$ cat config.mk
export PLATFORM = sky130hd
export DESIGN_NAME = modulo_alarm_timer
export DESIGN_NICKNAME = d
export VERILOG_FILES = /design/src/rtl/mat_pkg.sv /design/src/rtl/mat_prescaler.sv /design/src/rtl/mat_counter.sv /design/src/rtl/mat_regs.sv /design/src/rtl/modulo_alarm_timer.sv
export SDC_FILE = /design/constraint.sdc
export NUM_CORES = 1
export LEC_CHECK = 0
export CORE_MARGIN = 2
export CORE_UTILIZATION = 26
export CTS_BUF_LIST = sky130_fd_sc_hd__clkbuf_4 sky130_fd_sc_hd__clkbuf_8
export CTS_CLUSTER_SIZE = 12
export DETAILED_ROUTE_END_ITERATION = 6
export PLACE_DENSITY = 0.48
export SYNTH_ARGS = -nofsm -noshare
export SYNTH_HDL_FRONTEND = slang
export SYNTH_SLANG_ARGS = --single-unit
$ cat constraint.sdc
create_clock -name clk -period 3 [get_ports clk]
set_clock_uncertainty 0.1 [all_clocks]
set_input_delay 0.6 -clock clk [delete_from_list [all_inputs] [get_ports clk]]
set_output_delay 0.6 -clock clk [all_outputs]
set_load 0.02 [all_outputs]
$ cat src/rtl/mat_pkg.sv
package mat_pkg;
  typedef enum logic [1:0] {
    SRC_OFF  = 2'd0,
    SRC_SYS  = 2'd1,
    SRC_TICK = 2'd2,
    SRC_RSVD = 2'd3
  } src_sel_e;

  localparam logic [7:0] OFF_CTRL  = 8'h00;
  localparam logic [7:0] OFF_COUNT = 8'h04;
  localparam logic [7:0] OFF_LIMIT = 8'h08;
  localparam logic [7:0] OFF_START = 8'h4C;
endpackage

$ cat src/rtl/mat_prescaler.sv
module mat_prescaler
  import mat_pkg::*;
#(
  parameter int PS_W = 3
) (
  input  logic            clk,
  input  logic            rst_n,
  input  src_sel_e        src,
  input  logic [PS_W-1:0] ps,
  input  logic            slow_tick,
  input  logic            restart,
  output logic            step
);
  localparam int DIV_W = (1 << PS_W) - 1;
  localparam logic [DIV_W-1:0] ONES = '1;
  localparam logic [PS_W-1:0] PS_MAX = PS_W'(DIV_W);

  logic [DIV_W-1:0] div_q;
  logic [DIV_W-1:0] lim;
  logic             active;
  logic             pulse;
  logic             terminal;

  assign active   = (src == SRC_SYS) || (src == SRC_TICK);
  assign pulse    = (src == SRC_SYS) || ((src == SRC_TICK) && slow_tick);
  assign lim      = ONES >> (PS_MAX - ps);
  assign terminal = (div_q >= lim);
  assign step     = active && !restart && pulse && terminal;

  always_ff @(posedge clk or negedge rst_n) begin
    if (!rst_n) begin
      div_q <= '0;
    end else if (!active || restart) begin
      div_q <= '0;
    end else if (pulse) begin
      div_q <= terminal ? '0 : div_q + 1'b1;
    end
  end

  AST_NO_STEP_WHEN_OFF: assert property (@(posedge clk) disable iff (!rst_n)
    ((src == SRC_OFF) || (src == SRC_RSVD)) |-> !step);
  AST_TICK_GATES_STEP: assert property (@(posedge clk) disable iff (!rst_n)
    ((src == SRC_TICK) && !slow_tick) |-> !step);
endmodule

$ cat src/rtl/mat_counter.sv
module mat_counter #(
  parameter int CNT_W = 16
) (
  input  logic             clk,
  input  logic             rst_n,
  input  logic             step,
  input  logic             load,
  input  logic [CNT_W-1:0] start_val,
  input  logic [CNT_W-1:0] limit_val,
  output logic [CNT_W-1:0] cnt,
  output logic             wrap
);
  logic at_limit;

  assign at_limit = (cnt == limit_val);
  assign wrap     = step && at_limit && !load;

  always_ff @(posedge clk or negedge rst_n) begin
    if (!rst_n) begin
      cnt <= '0;
    end else if (load) begin
      cnt <= start_val;
    end else if (step) begin
      cnt <= at_limit ? start_val : cnt + 1'b1;
    end
  end

  AST_LOAD_TAKES_START: assert property (@(posedge clk) disable iff (!rst_n)
    load |=> (cnt == $past(start_val)));
  AST_WRAP_RELOADS: assert property (@(posedge clk) disable iff (!rst_n)
    wrap |=> (cnt == $past(start_val)));
  AST_IDLE_HOLDS: assert property (@(posedge clk) disable iff (!rst_n)
    (!step && !load) |=> $stable(cnt));
endmodule

$ cat src/rtl/mat_regs.sv
module mat_regs
  import mat_pkg::*;
#(
  parameter int CNT_W  = 16,
  parameter int PS_W   = 3,
  parameter int ADDR_W = 8,
  parameter int DATA_W = 32
) (
  input  logic              clk,
  input  logic              rst_n,
  input  logic              wen,
  input  logic [ADDR_W-1:0] addr,
  input  logic [DATA_W-1:0] wdata,
  input  logic [CNT_W-1:0]  cnt,
  input  logic              wrap,
  output logic [DATA_W-1:0] rdata,
  output logic [PS_W-1:0]   ps,
  output src_sel_e          src,
  output logic              ie,
  output logic              flag,
  output logic [CNT_W-1:0]  limit_val,
  output logic [CNT_W-1:0]  start_val,
  output logic              cnt_wr
);
  localparam int SRC_LSB  = PS_W;
  localparam int IE_BIT   = PS_W + 3;
  localparam int FLAG_BIT = PS_W + 4;

  logic ctrl_wr;
  logic limit_wr;
  logic start_wr;
  logic unused_wdata;

  assign ctrl_wr  = wen && (addr == ADDR_W'(OFF_CTRL));
  assign cnt_wr   = wen && (addr == ADDR_W'(OFF_COUNT));
  assign limit_wr = wen && (addr == ADDR_W'(OFF_LIMIT));
  assign start_wr = wen && (addr == ADDR_W'(OFF_START));
  assign unused_wdata = ^wdata[DATA_W-1:CNT_W];

  always_ff @(posedge clk or negedge rst_n) begin
    if (!rst_n) begin
      ps  <= '0;
      src <= SRC_OFF;
      ie  <= 1'b0;
    end else if (ctrl_wr) begin
      ps  <= wdata[PS_W-1:0];
      src <= src_sel_e'(wdata[SRC_LSB+1:SRC_LSB]);
      ie  <= wdata[IE_BIT];
    end
  end

  always_ff @(posedge clk or negedge rst_n) begin
    if (!rst_n) begin
      flag <= 1'b0;
    end else if (wrap) begin
      flag <= 1'b1;
    end else if (ctrl_wr && !wdata[FLAG_BIT]) begin
      flag <= 1'b0;
    end
  end

  always_ff @(posedge clk or negedge rst_n) begin
    if (!rst_n) begin
      limit_val <= '1;
      start_val <= '0;
    end else begin
      if (limit_wr) limit_val <= wdata[CNT_W-1:0];
      if (start_wr) start_val <= wdata[CNT_W-1:0];
    end
  end

  always_comb begin
    rdata = '0;
    if (addr == ADDR_W'(OFF_CTRL)) begin
      rdata = DATA_W'({flag, ie, 1'b0, src, ps});
    end else if (addr == ADDR_W'(OFF_COUNT)) begin
      rdata = DATA_W'(cnt);
    end else if (addr == ADDR_W'(OFF_LIMIT)) begin
      rdata = DATA_W'(limit_val);
    end else if (addr == ADDR_W'(OFF_START)) begin
      rdata = DATA_W'(start_val);
    end
  end

  AST_WRAP_SETS_FLAG: assert property (@(posedge clk) disable iff (!rst_n)
    wrap |=> flag);
  AST_FLAG_RISES_ON_WRAP: assert property (@(posedge clk) disable iff (!rst_n)
    $rose(flag) |-> $past(wrap));
  AST_FLAG_STICKY: assert property (@(posedge clk) disable iff (!rst_n)
    (flag && !ctrl_wr) |=> flag);
endmodule

$ cat src/rtl/modulo_alarm_timer.sv
module modulo_alarm_timer
  import mat_pkg::*;
#(
  parameter int CNT_W  = 16,
  parameter int PS_W   = 3,
  parameter int ADDR_W = 8,
  parameter int DATA_W = 32
) (
  input  logic              clk,
  input  logic              rst_n,
  input  logic              slow_tick,
  input  logic              bus_wen,
  input  logic [ADDR_W-1:0] bus_addr,
  input  logic [DATA_W-1:0] bus_wdata,
  output logic [DATA_W-1:0] bus_rdata,
  output logic              irq
);
  logic [PS_W-1:0]  ps;
  src_sel_e         src;
  logic             ie;
  logic             flag;
  logic [CNT_W-1:0] limit_val;
  logic [CNT_W-1:0] start_val;
  logic [CNT_W-1:0] cnt;
  logic             cnt_wr;
  logic             step;
  logic             wrap;

  mat_regs #(
    .CNT_W(CNT_W), .PS_W(PS_W), .ADDR_W(ADDR_W), .DATA_W(DATA_W)
  ) u_regs (
    .clk(clk), .rst_n(rst_n), .wen(bus_wen), .addr(bus_addr),
    .wdata(bus_wdata), .cnt(cnt), .wrap(wrap), .rdata(bus_rdata),
    .ps(ps), .src(src), .ie(ie), .flag(flag),
    .limit_val(limit_val), .start_val(start_val), .cnt_wr(cnt_wr)
  );

  mat_prescaler #(.PS_W(PS_W)) u_presc (
    .clk(clk), .rst_n(rst_n), .src(src), .ps(ps),
    .slow_tick(slow_tick), .restart(cnt_wr), .step(step)
  );

  mat_counter #(.CNT_W(CNT_W)) u_cnt (
    .clk(clk), .rst_n(rst_n), .step(step), .load(cnt_wr),
    .start_val(start_val), .limit_val(limit_val), .cnt(cnt), .wrap(wrap)
  );

  assign irq = flag && ie;

  AST_IRQ_NEEDS_ENABLE: assert property (@(posedge clk) disable iff (!rst_n)
    (wrap && ie && !bus_wen) |=> irq);
endmodule

# --- Word level (Yosys, flattened, before mapping) ---
# Index checks and enable logic that the tools add are counted.
op_classes:
  add_sub_neg: 3
  n_lt_le_gt_ge: 1
  eq_ne: 6
  n_shift: 1
  muxes: 12
  reduce_logical: 22
op_table:
  columns: ["cell", "count"]
  rows:
  - ["$mux W32", 3]
  - ["$mux W16", 4]
  - ["$mux W7", 3]
  - ["$add A16 B1 Y16 const B", 1]
  - ["$eq A16 B16 Y1", 1]
  - ["$logic_and A1 B1 Y1", 12]
  - ["$eq A8 B3 Y1 const B", 1]
  - ["$eq A8 B4 Y1 const B", 1]
  - ["$eq A8 B7 Y1 const B", 1]
  - ["$logic_not A8 Y1", 1]
  - ["$add A7 B1 Y7 const B", 1]
  - ["$ge A7 B7 Y1", 1]
  - ["$shr A7 B3 Y7 const A", 1]
  - ["$reduce_bool A2 Y1", 3]
  - ["$logic_not A1 Y1", 3]
  - ["$logic_or A1 B1 Y1", 3]
  - ["$sub A3 B3 Y3 const A", 1]
  - ["$eq A2 B1 Y1 const B", 1]
  - ["$eq A2 B2 Y1 const B", 1]
  - ["$mux W1", 2]
word_totals:
  reg_bits: 62
  inputBits: 44
  out_inout_bits: 33
  word_cells: 53

# --- Logic depth before layout (Yosys ltp) ---
logic_depth:
  word_depth: 9
  mapped_depth: 10
  depth_no_buf: 8

# --- Hierarchy ---
# A second synthesis with hierarchy kept.
unflattened:
  cells_unflattened: 415
  area_unflattened_um2: 4200.3
by_module_without_submodules:
  columns: ["module", "instances", "cells_per_inst", "area_per_inst_um2", "seq_area_each_um2"]
  rows:
  - ["mat_regs", 1, 205, 2364.8, 996.0]
  - ["mat_counter", 1, 143, 1221.2, 400.4]
  - ["mat_prescaler", 1, 66, 608.1, 175.2]
  - ["modulo_alarm_timer", 1, 1, 6.3, 0.0]

# --- Least setup slack after synthesis ---
# OpenSTA, ideal clock, no wires.
synth_path:
  path_type: "input port to output port"
  start: "in bus_addr[1]"
  end: "out bus_rdata[7]"
  arrival_time_ns: 2.351
  required_time_ns: 2.300
  path_slack_ns: -0.051
  cell_stages: 6
  n_path_buf: 1
  path_cell_list: "or4_4 -> or3_4 -> nor3b_4 -> buf_2 -> a222oi_1 -> nand2_1"
synth_between:
  elab_chain_len: 5
  word_cells_on_any_way: 8
  cone_classes: "eq/ne (3); mux (4); reduce/logical (1)"
synth_rtl:
  columns: ["item", "line_no", "rtl"]
  rows:
  - ["from (decl)", "modulo_alarm_timer.sv:13", "input logic [ADDR_W-1:0] bus_addr,"]
  - ["$eq A8 B7 Y1", "mat_regs.sv:80", "end else if (addr == ADDR_W'(OFF_START)) begin"]
  - ["$mux W16", "mat_regs.sv:80", null]
  - ["$mux W32", "mat_regs.sv:78", "end else if (addr == ADDR_W'(OFF_LIMIT)) begin"]
  - ["$mux W32", "mat_regs.sv:76", "end else if (addr == ADDR_W'(OFF_COUNT)) begin"]
  - ["$mux W32 (*)", "mat_regs.sv:74", "if (addr == ADDR_W'(OFF_CTRL)) begin"]
  - ["to (decl)", "modulo_alarm_timer.sv:15", "output logic [DATA_W-1:0] bus_rdata,"]
# Mark *: on every way between the ends. The rest lies on a longest branch, timed or not.

# --- Worst setup path in the final report ---
layout_path:
  start: "in bus_addr[4]"
  end: "out bus_rdata[1]"
# The elaborated chain is that of the path after synthesis.

==> impl_metrics.env <==
export IMPL_status="finished, violations left"
export IMPL_violations="setup timing"
export IMPL_cts_tree="built"
export IMPL_clkLatencyLatePin_ns=0.36
export IMPL_pwr_density_cell_nw_per_um2=413
export IMPL_fmax_mhz=325
export IMPL_dp_hpwl_um=7870
export IMPL_power_leakage_nw=2.39
export IMPL_required_ns=2.30
export IMPL_clockRootBuffer="clkbuf_8"
export IMPL_peakVddDrop_uv=250
export IMPL_cp_start_kind="input pin"
export IMPL_crit_fanout=5
export IMPL_vias=3137
export IMPL_rsz0062_at_grt="true"
export IMPL_hold_path_class="in -> async"
export IMPL_rows=44
export IMPL_yosysUniqueCellTypes=58
export IMPL_grt_pass1_vias=3340
export IMPL_multi_input_area_um2=2130
export IMPL_io_pins=77
export IMPL_syn_inst=371
export IMPL_finalCriticalPeriod_ns=3.07
export IMPL_final_common_cell="nand2_1"
export IMPL_cts_inserted_buffers=9
export IMPL_drv_slew=0
export IMPL_io_buffers=44
export IMPL_cts_htree_levels=3
export IMPL_grt_pass1_wl_um=18200
export IMPL_yosys_warnings=0
export IMPL_ys_flop_type="dfrtp_1"
export IMPL_synth_seq_cells=62
export IMPL_synthToLayoutAreaGrowth_pct=32.5
export IMPL_dieHeight_um=125
export IMPL_final_cell_mix="47 x nand2_1, 46 x dfrtp_1, 34 x buf_4, 31 x mux2_2, 23 x clkdlybuf4s50_1"
export IMPL_cts_hold_buffers=0
export IMPL_endpoint_kind="output port"
export IMPL_setup_violations=16
export IMPL_area_sequential_um2=1570
export IMPL_start_util_pct=26.5
export IMPL_fin_util_pct=35.1
export IMPL_grt_util_all_layers_pct=14.8
export IMPL_tightest_slew_ns=0.689
export IMPL_setup_tns_ns=-0.810
export IMPL_grt_overflow_total=0
export IMPL_drive_gt1_share_pct=35.2
export IMPL_cts_buffer_depth=2
export IMPL_gp_congestion=0.861
export IMPL_ant_nets=0
export IMPL_fin_crit_sh_pct=102
export IMPL_drt_iter0_drc=237
export IMPL_die_w_um=125
export IMPL_slew_headroom_pct=54.1
export IMPL_drc_errors=0
export IMPL_finalHoldViolCount=0
export IMPL_core_um2=14400
export IMPL_synthesis_area_um2=3820
export IMPL_clock_sinks=62
export IMPL_nFillCells=1505
export IMPL_ys_seq_area_share_pct=41.1
export IMPL_synth_edff_count=0
export IMPL_grt_max_degree=30
export IMPL_worstSetupPathType="in -> out"
export IMPL_die_area_um2=15700
export IMPL_timing_final_ws_setup_ns=-0.0735
export IMPL_wirelength_um=11000
export IMPL_nNetsFinal=504
export IMPL_avgViaCountPerCell=4.92
export IMPL_synth_avg_cell_area_um2=10.3
export IMPL_insertedDiodeCount=0
export IMPL_drt_pass1_iterations=4
export IMPL_cts_clk_slew_worst_paths_ns=0.08
export IMPL_antenna_found_initial=0
export IMPL_arrival_ns=2.37
export IMPL_synthArstFlopShare_pct=100
export IMPL_cap_violations=0
export IMPL_wire_per_inst_um=17.3
==> Yosys cell counts, types with 3 or more instances <==
library cell	instances	area, um2
xnor2_1	3	26.3
a211oi_1	5	37.5
nor4_1	4	25.0
o21ai_0	12	60.1
and3_1	6	37.5
nand2_1	48	180
a22oi_1	11	82.6
inv_1	9	33.8
a21o_1	4	30.0
xor2_1	18	158
a21oi_1	14	70.1
nor3_1	5	25.0
a222oi_1	7	70.1
dfstp_2	16	420
nor3b_1	4	30.0
ha_1	11	138
buf_4	17	128
dfrtp_1	46	1150
or3_1	3	18.8
mux2_4	10	150
nand4_1	3	18.8
clkbuf_1	11	41.3
mux2_2	31	349
nand3_1	17	85.1
nor2_1	6	22.5
mux2i_1	6	60.1
buf_2	3	15.0
==> state kept, by name, indices dropped and copies added, names as in the netlist <==
| register | cells |
|---|---|
| u_presc.div_q | 7 |
| u_cnt.cnt | 16 |
| u_regs.ie | 1 |
| u_regs.limit_val | 16 |
| u_regs.ps | 3 |
| u_regs.flag | 1 |
| u_regs.src | 2 |
| u_regs.start_val | 16 |
==> per-layer routing <==
layer	up-vias	routed length (um)	track usage [%]
met4	0	249	5.69
li1	1480	-	-
met5	-	0	0
met3	22	510	2.48
met1	1539	4820	19.0
met2	96	5430	24.8
==> critical path, cell delays in order <==
cell and delay (ns):
buf_6 0.09, or4_4 0.52, or3_4 0.36, nor3b_4 0.23
buf_12 0.15, buf_12 0.12, a222oi_1 0.08, nand2_1 0.10
buf_6 0.12
==> metrics by stage <==
step / instances / area (um2) / setup slack [ns] / hold slack (ns) / power, W
after CTS: 639 / 5080 / -0.161 / 0.196 / 0.00211
after detailed placement: 616 / 4660 / -0.795 / 0.420 / 0.00117
after global routing: 638 / 5060 / -0.138 / 0.222 / 0.00218
after floorplan: 386 / 3890 / -0.0128 / 0.204 / 0.00106
after global placement: 616 / 4660 / -0.773 / 0.414 / 0.00116
final: 638 / 5060 / -0.0735 / 0.181 / 0.00209
==> where the power goes <==
part,switching (W),internal [W]
clock network,0.000379,0.000556
registers,0.0000474,0.000880
logic,0.000120,0.000110
==> final timing paths <==
path | start | endpoint | slack, ns | cells past startpoint
worst min register to register | u_regs.ie$_DFFE_PN0P_ | u_regs.ie$_DFFE_PN0P_ | 0.44 | 1
worst min-delay path | rst_n | u_cnt.cnt[0]$_DFFE_PN0P_ | 0.18 | 1
max in group asynchronous | rst_n | u_regs.limit_val[11]$_DFFE_PN1P_ | 1.89 | 2
worst max register to register | u_regs.ps[1]$_DFFE_PN0P_ | u_cnt.cnt[12]$_DFFE_PN0P_ | 0.16 | 10
min in group clk | u_regs.ie$_DFFE_PN0P_ | u_regs.ie$_DFFE_PN0P_ | 0.44 | 1
worst max-delay path | bus_addr[4] | bus_rdata[1] | -0.07 | 9
==> cells by family after synthesis <==
logic type                 share of synthesized area (%)
muxes                                               14.6
other                                             0.0981
DFF                                                 41.1
xor gates and xnor gates                            4.81
adders and majority gates                           3.60
buffers and inverters                               6.09
AOI/OAI and AO/OA                                   12.5
and+or+nand+nor                                     17.1
==> timing repair <==
action | in CTS | in global routing
setup buffers | 5 | 0
endpoints found under the hold margin | 0 | 0
resized for setup | 119 | 4
setup endpoints to repair | 16 | 22
gates cloned | 2 | 0
pin swaps | 17 | 8
==> area by class of cell <==
| cell class | count | share of cell area [%] |
|---|---|---|
| Multi-Input combinational cell | 282 | 42.1 |
| Sequential cell | 62 | 31.0 |
| Timing Repair Buffer | 85 | 16.8 |
| Tap cell | 184 | 4.55 |
| Clock buffer | 9 | 2.45 |
| Clock inverter | 7 | 2.40 |
| Inverter | 9 | 0.667 |
(Power assumes the default switching activity.)
